$ cat src/rtl/utx_pkg.sv
package utx_pkg;
  typedef enum logic {
    MOD_PAM = 1'b0,
    MOD_PPM = 1'b1
  } mod_e;
endpackage

$ cat src/rtl/utx_tap_encoder.sv
// Converts the one-hot phase vector into a tap number and a present flag.
module utx_tap_encoder #(
  parameter int NUM_TAPS = 16,
  parameter int TAP_W    = 4
) (
  input  logic [NUM_TAPS-1:0] phase_oh,
  output logic [TAP_W-1:0]    tap_idx,
  output logic                tap_vld
);
  always_comb begin
    tap_idx = '0;
    for (int i = 0; i < NUM_TAPS; i++) begin
      if (phase_oh[i]) tap_idx = tap_idx | TAP_W'(i);
    end
  end

  assign tap_vld = |phase_oh;
endmodule

$ cat src/rtl/utx_window_calc.sv
// Start and end tap of one pulse window, clamped to the last phase.
module utx_window_calc
  import utx_pkg::*;
#(
  parameter int NUM_TAPS = 16,
  parameter int TAP_W    = 4
) (
  input  mod_e             mode,
  input  logic [1:0]       slot_req,
  input  logic [2:0]       slots_cfg,
  input  logic [TAP_W-1:0] base_tap,
  input  logic [TAP_W-1:0] step_taps,
  input  logic [TAP_W-1:0] width_taps,
  output logic [TAP_W-1:0] start_tap,
  output logic [TAP_W-1:0] end_tap
);
  localparam int              SUM_W = TAP_W + 3;
  localparam logic [SUM_W-1:0] LAST = SUM_W'(NUM_TAPS - 1);

  logic [2:0]       slots_eff;
  logic [2:0]       slot_lim;
  logic [1:0]       slot_idx;
  logic [SUM_W-1:0] raw_start;
  logic [SUM_W-1:0] lim_start;
  logic [SUM_W-1:0] raw_end;
  logic [SUM_W-1:0] lim_end;

  always_comb begin
    if (slots_cfg < 3'd2)      slots_eff = 3'd2;
    else if (slots_cfg > 3'd4) slots_eff = 3'd4;
    else                       slots_eff = slots_cfg;
    slot_lim = slots_eff - 3'd1;

    if (mode == MOD_PAM)                  slot_idx = 2'd0;
    else if ({1'b0, slot_req} > slot_lim) slot_idx = slot_lim[1:0];
    else                                  slot_idx = slot_req;

    raw_start = SUM_W'(base_tap) + SUM_W'(slot_idx) * SUM_W'(step_taps);
    lim_start = (raw_start > LAST) ? LAST : raw_start;
    raw_end   = lim_start + SUM_W'(width_taps);
    lim_end   = (raw_end > LAST) ? LAST : raw_end;
  end

  assign start_tap = lim_start[TAP_W-1:0];
  assign end_tap   = lim_end[TAP_W-1:0];
endmodule

$ cat src/rtl/utx_leg_drive.sv
// Leg masks for each bridge side from strength, mode and polarity bit.
module utx_leg_drive
  import utx_pkg::*;
#(
  parameter int LEGS  = 3,
  parameter int LEG_W = 2
) (
  input  mod_e             mode,
  input  logic             pol_bit,
  input  logic [LEG_W-1:0] leg_count,
  output logic [LEGS-1:0]  mask_p,
  output logic [LEGS-1:0]  mask_n
);
  logic [LEGS-1:0] leg_on;
  logic            positive;

  for (genvar g = 0; g < LEGS; g++) begin : g_leg
    assign leg_on[g] = (leg_count > LEG_W'(g));
  end

  assign positive = (mode == MOD_PPM) || pol_bit;
  assign mask_p   = positive ? leg_on : '0;
  assign mask_n   = positive ? '0 : leg_on;
endmodule

$ cat src/rtl/utx_pulse_timer.sv
// Pulse timing controller: latches a symbol and its settings at tap 0,
// then drives leg enables across the tap range of the pulse.
module utx_pulse_timer
  import utx_pkg::*;
#(
  parameter  int NUM_TAPS = 16,
  parameter  int LEGS     = 3,
  localparam int TAP_W    = $clog2(NUM_TAPS),
  localparam int LEG_W    = $clog2(LEGS + 1)
) (
  input  logic                clk,
  input  logic                rst_n,
  input  logic [NUM_TAPS-1:0] phase_oh,
  input  logic                sym_valid,
  input  logic [1:0]          sym_data,
  input  logic                cfg_mode,
  input  logic [TAP_W-1:0]    cfg_base_tap,
  input  logic [TAP_W-1:0]    cfg_ppm_step,
  input  logic [2:0]          cfg_ppm_slots,
  input  logic [TAP_W-1:0]    cfg_width,
  input  logic [LEG_W-1:0]    cfg_legs,
  output logic [NUM_TAPS-1:0] start_sel,
  output logic [NUM_TAPS-1:0] end_sel,
  output logic [LEGS-1:0]     leg_p,
  output logic [LEGS-1:0]     leg_n
);
  // reset: asserted at once, released on the clock after two stages
  logic rst_meta, rst_int_n;
  always_ff @(posedge clk or negedge rst_n) begin
    if (!rst_n) begin
      rst_meta  <= 1'b0;
      rst_int_n <= 1'b0;
    end else begin
      rst_meta  <= 1'b1;
      rst_int_n <= rst_meta;
    end
  end

  logic [TAP_W-1:0] tap_idx;
  logic             tap_vld;
  logic             boundary;

  utx_tap_encoder #(.NUM_TAPS(NUM_TAPS), .TAP_W(TAP_W)) i_enc (
    .phase_oh (phase_oh),
    .tap_idx  (tap_idx),
    .tap_vld  (tap_vld)
  );

  assign boundary = phase_oh[0];

  mod_e             new_mode;
  logic [TAP_W-1:0] new_start, new_end;
  logic [LEGS-1:0]  new_mp, new_mn;

  assign new_mode = mod_e'(cfg_mode);

  utx_window_calc #(.NUM_TAPS(NUM_TAPS), .TAP_W(TAP_W)) i_win (
    .mode       (new_mode),
    .slot_req   (sym_data),
    .slots_cfg  (cfg_ppm_slots),
    .base_tap   (cfg_base_tap),
    .step_taps  (cfg_ppm_step),
    .width_taps (cfg_width),
    .start_tap  (new_start),
    .end_tap    (new_end)
  );

  utx_leg_drive #(.LEGS(LEGS), .LEG_W(LEG_W)) i_legs (
    .mode      (new_mode),
    .pol_bit   (sym_data[0]),
    .leg_count (cfg_legs),
    .mask_p    (new_mp),
    .mask_n    (new_mn)
  );

  // window state, loaded only at the boundary
  logic             act_vld_q, act_vld_d;
  logic [TAP_W-1:0] act_start_q, act_start_d;
  logic [TAP_W-1:0] act_end_q, act_end_d;
  logic [LEGS-1:0]  act_mp_q, act_mp_d;
  logic [LEGS-1:0]  act_mn_q, act_mn_d;
  logic [LEGS-1:0]  leg_p_q, leg_p_d;
  logic [LEGS-1:0]  leg_n_q, leg_n_d;
  logic             in_pulse;

  always_comb begin
    act_vld_d   = act_vld_q;
    act_start_d = act_start_q;
    act_end_d   = act_end_q;
    act_mp_d    = act_mp_q;
    act_mn_d    = act_mn_q;
    if (boundary) begin
      act_vld_d   = sym_valid;
      act_start_d = new_start;
      act_end_d   = new_end;
      act_mp_d    = new_mp;
      act_mn_d    = new_mn;
    end
    // the tap-0 cycle already uses the settings it loads
    in_pulse = tap_vld && act_vld_d &&
               (tap_idx >= act_start_d) && (tap_idx < act_end_d);
    leg_p_d  = in_pulse ? act_mp_d : '0;
    leg_n_d  = in_pulse ? act_mn_d : '0;
  end

  always_ff @(posedge clk or negedge rst_int_n) begin
    if (!rst_int_n) begin
      act_vld_q   <= 1'b0;
      act_start_q <= '0;
      act_end_q   <= '0;
      act_mp_q    <= '0;
      act_mn_q    <= '0;
    end else if (boundary) begin
      act_vld_q   <= act_vld_d;
      act_start_q <= act_start_d;
      act_end_q   <= act_end_d;
      act_mp_q    <= act_mp_d;
      act_mn_q    <= act_mn_d;
    end
  end

  always_ff @(posedge clk or negedge rst_int_n) begin
    if (!rst_int_n) begin
      leg_p_q <= '0;
      leg_n_q <= '0;
    end else begin
      leg_p_q <= leg_p_d;
      leg_n_q <= leg_n_d;
    end
  end

  for (genvar g = 0; g < NUM_TAPS; g++) begin : g_sel
    assign start_sel[g] = act_vld_q && (act_start_q == TAP_W'(g));
    assign end_sel[g]   = act_vld_q && (act_end_q == TAP_W'(g));
  end

  assign leg_p = leg_p_q;
  assign leg_n = leg_n_q;
endmodule

$ cat config.mk
export PLATFORM = sky130hd
export DESIGN_NAME = utx_pulse_timer
export DESIGN_NICKNAME = d
export VERILOG_FILES = /design/src/rtl/utx_pkg.sv /design/src/rtl/utx_tap_encoder.sv /design/src/rtl/utx_window_calc.sv /design/src/rtl/utx_leg_drive.sv /design/src/rtl/utx_pulse_timer.sv
export SDC_FILE = /design/constraint.sdc
export NUM_CORES = 1
export LEC_CHECK = 0
export ABC_CLOCK_PERIOD_IN_PS = 1400
export CAP_MARGIN = 20
export CORE_ASPECT_RATIO = 0.75
export CORE_MARGIN = 1.5
export CORE_UTILIZATION = 44
export CTS_CLUSTER_SIZE = 28
export DETAILED_ROUTE_END_ITERATION = 12
export HOLD_SLACK_MARGIN = 0.08
export PLACE_DENSITY = 0.8
export SLEW_MARGIN = 10
export SYNTH_ARGS = -nofsm -noshare
export SYNTH_HDL_FRONTEND = slang
export SYNTH_SLANG_ARGS = --single-unit
$ cat constraint.sdc
create_clock -name clk -period 1.4 [get_ports clk]
set_input_delay 0.28 -clock clk [delete_from_list [all_inputs] [get_ports clk]]
set_output_delay 0.28 -clock clk [all_outputs]
set_load 0.005 [all_outputs]
==> impl_metrics.csv, run 1 <==
group,metric,value,unit
logic_synthesis,synth.top_cell.area_share,29.79,%
logic_synthesis,synth_most_common_cell,"nor2_1",
logic_synthesis,ys.warnings.count,0,
clocking,cts.sinks,23,
finish,fin_util,95.55,%
worst_hold_path,hold_path_class,"input pin to asynchronous set/reset pin",
power_and_ir_drop,ir_drop,0.7289,mV
timing,setup_viol,50,
floorplanning,rows,20,
grt,grt_pass1_wl,11050,um
place,portBuffers,76,
grt,grtUsageMet2,57.87,%
drt,vias,2713,
logic_synthesis,netlist_instances,225,
critical_path,crit_path_end_kind,"flip-flop",
timing,skew,0.002180,ns
clocking,cts_root_buf,"clkbuf_8",
clocking,clk_pin_slew,0.08,ns
clocking,cts_max_path_buffers,2,
drt,routedWlPerCell,23.48,um
logic_synthesis,synth_seq_area_share,29.79,%
critical_path,cpMaxStageDelayCell,"fa_1",
floorplanning,die_h,60.39,um
drt,drt-initial-drc-count,177,
finish,antennaDiodeCount,0,
run_status,violations,"setup timing",
critical_path,worstPathMaxFanout,6,
finish,fillers,109,
critical_path,r2r-end,"leg_p[1]$_DFF_PN0_",
clocking,clock_latency,0.27,ns
clocking,htreeDepth,1,
logic_synthesis,synth_edf_count,0,
timing,fin_crit_sh,400.4,%
logic_synthesis,syn_area,0.001932,mm^2
drt,routed_wl,10430,um
finish,instances_no_fill,444,
drt,drtPass1Iterations,6,
floorplanning,die_w,79.51,um
critical_path,regToRegSetupSlack,-0.84,ns
timing,fin_crit,5.606,ns
timing,finalHoldViolations,0,
place,dpl.hpwl,4129,um
power_and_ir_drop,power,0.004225,W
critical_path,crit_type,"input pin to flip-flop",
grt,grt_max_degree,22,
logic_synthesis,syn_nets,288,
grt,grt_use_met1,35.35,%
run_status,status,"finished with violations",
grt,use_met3,5.714,%
logic_synthesis,syn-mean-instance-area,8.586,um^2
floorplanning,initial_utilization,46.79,%
grt,grt_usage,30.28,%
logic_synthesis,synth_ff_type,"dfrtp_1",
timing,slew_viol_final,0,
timing,tightest_slew,0.5246,ns
grt,gr-max-usage-layer,"met2",
grt,antenna_found_initial,0,
critical_path,regToRegStartpoint,"act_start_q[3]$_DFFE_PN0P_",
grt,grt_overflow,0,
logic_synthesis,synth_cell_types,46,
timing,fmax,0.1784,GHz
finish,nets,453,
place,place.gp.congestion,0.8491,
clocking,numCtsBuffers,3,
clocking,cts_tree,"built",
floorplanning,coreArea,0.004129,mm^2
critical_path,slowest_delay,0.53,ns
drt,ant_nets,0,
critical_path,crit_required,1.55,ns
logic_synthesis,synth_area_leaders,"dfrtp_1, ha_1, nor2_1, fa_1, inv_1",
drt,avgViaCountPerCell,6.110,
power_and_ir_drop,leakagePower,1.905,nW
logic_synthesis,yosysTopAreaCell,"dfrtp_1",
critical_path,crit_path_frequent_cell,"ha_4",
timing,setup_ws,-4.206,ns
logic_synthesis,async_flop_share,100.0,%
grt,grt_pass1_vias,2401,
critical_path,cp.arrival,5.76,ns
finish,syn_to_final_growth,104.2,%
power_and_ir_drop,pwr_density_cell,1071,mW/mm^2
logic_synthesis,ys_ff_latch,23,
drt,drc,0,
clocking,cts_hold_buf,0,
floorplanning,io_pins,77,
flow_run,drv_cap,0,
finish,drive_above_1_share,55.78,%
logic_synthesis,synthTopCellsByCount,"nor2_1, dfrtp_1, inv_1",
timing,maxSlewHeadroom,64.70,%
critical_path,cp-start-kind,"input pin",
critical_path,ff2ff_path_depth,9,
timing,rsz0062_at_grt,"yes",
floorplanning,design.die.area,0.004801,mm^2
place,dp_cells,389,
==> layout make-up <==
class / instances / area [um^2] / area share (%)
Sequential cell: 23 / 578.1 / 14.65
Multi-Input combinational cell: 173 / 1739 / 44.09
Tap cell: 55 / 68.82 / 1.744
Timing Repair Buffer: 167 / 1428 / 36.19
Clock buffer: 3 / 41.29 / 1.047
Inverter: 22 / 85.08 / 2.157
Clock inverter: 1 / 5.005 / 0.1269
==> worst max-delay path, delay by kind of cell <==
kind | cells | cell delay [ns]
AO/OA/AOI/OAI | 5 | 0.90
XOR/XNOR | 1 | 0.11
adder cells (fa/ha/maj) | 8 | 2.18
buffers and inverters | 3 | 0.20
multiplexers | 1 | 0.36
AND/OR/NAND/NOR | 9 | 1.70
==> worst max path at each step <==
stage | from | end | cells after the start
final | cfg_ppm_slots[2] | leg_p[1]$_DFF_PN0_ | 27
after global routing | sym_data[0] | leg_n[0]$_DFF_PN0_ | 27
after CTS | cfg_ppm_slots[2] | leg_p[2]$_DFF_PN0_ | 27
after detailed placement | cfg_ppm_slots[2] | leg_p[2]$_DFF_PN0_ | 28
after global placement | cfg_ppm_slots[2] | leg_n[0]$_DFF_PN0_ | 26
after floorplan | cfg_ppm_slots[2] | leg_n[0]$_DFF_PN0_ | 26
==> stage by stage <==
stage               hold slack (ns)  worst slack [ns]  TNS, ns  cell area [um^2]
floorplan                  -0.01559            -3.816   -43.73              1968
global placement             0.2115            -4.380   -61.57              3069
detailed placement           0.2130            -4.588   -64.31              3069
CTS                          0.1588            -3.750   -50.19              3640
global route                 0.1642            -4.280   -61.44              3945
finish                       0.1646            -4.206   -59.31              3945
==> report_power, final <==
group          leakage (nW)  total (W)  switching [W]  internal (W)
combinational          1.60    0.00294        0.00143       0.00151
sequential            0.279   0.000859      0.0000959      0.000763
clock                0.0255   0.000428       0.000229      0.000200
==> routing by layer <==
layer | share of wire [%] | vias up | routed length, um
met2 | 48 | 237 | 5053
met1 | 35 | 1287 | 3618
met5 | 0 | - | 0
met3 | 9.5 | 81 | 988
met4 | 7.3 | 0 | 764
li1 | - | 1108 | -
==> placed cells by master, fill, tap and decap left out, types with 6 or more instances in the layout <==
master,synthesis,final
dfrtp_1,23,21
ha_4,0,11
nor4_1,6,6
nor2_4,0,8
buf_6,0,38
nor2b_1,8,6
nor2_1,35,22
nand2_1,11,10
inv_1,20,15
ha_1,19,8
buf_4,0,54
clkdlybuf4s50_1,0,34
buf_2,2,31
inv_2,2,6
==> sequential cells by signal, indices dropped and copies added (netlist names) <==
register,flops
act_vld_q,1
leg_n,3
act_mn_q,3
rst_meta,1
act_start_q,4
act_mp_q,3
leg_p,3
rst_int_n,1
act_end_q,4
==> cell families (layout without fill, tap and decap cells) <==
logic type      count (synthesis)  in the layout  share of synthesized area [%]
simple gates                  109            109                          30.25
compound gates                 30             30                          11.79
buf+inv                        29            193                          5.764
fa+ha+maj                      24             24                          17.49
flops                          23             23                          29.79
mux                             6              6                          3.368
xor+xnor                        3              3                          1.360
other cells                     1              1                         0.1941
==> what timing repair did <==
item	in CTS	in global routing
gates cloned	1	0
setup buffers	44	16
pin swaps	53	36
endpoints found under the setup margin	53	50
gates resized for setup	221	62
Note: power is estimated with default switching activity, not from simulation.
==> run 2, diff against run 1 <==
- ABC_CLOCK_PERIOD_IN_PS: 1400 -> not set
==> results of run 2 <==
The final DEF is identical to that of run 1; final timing and power are the same.
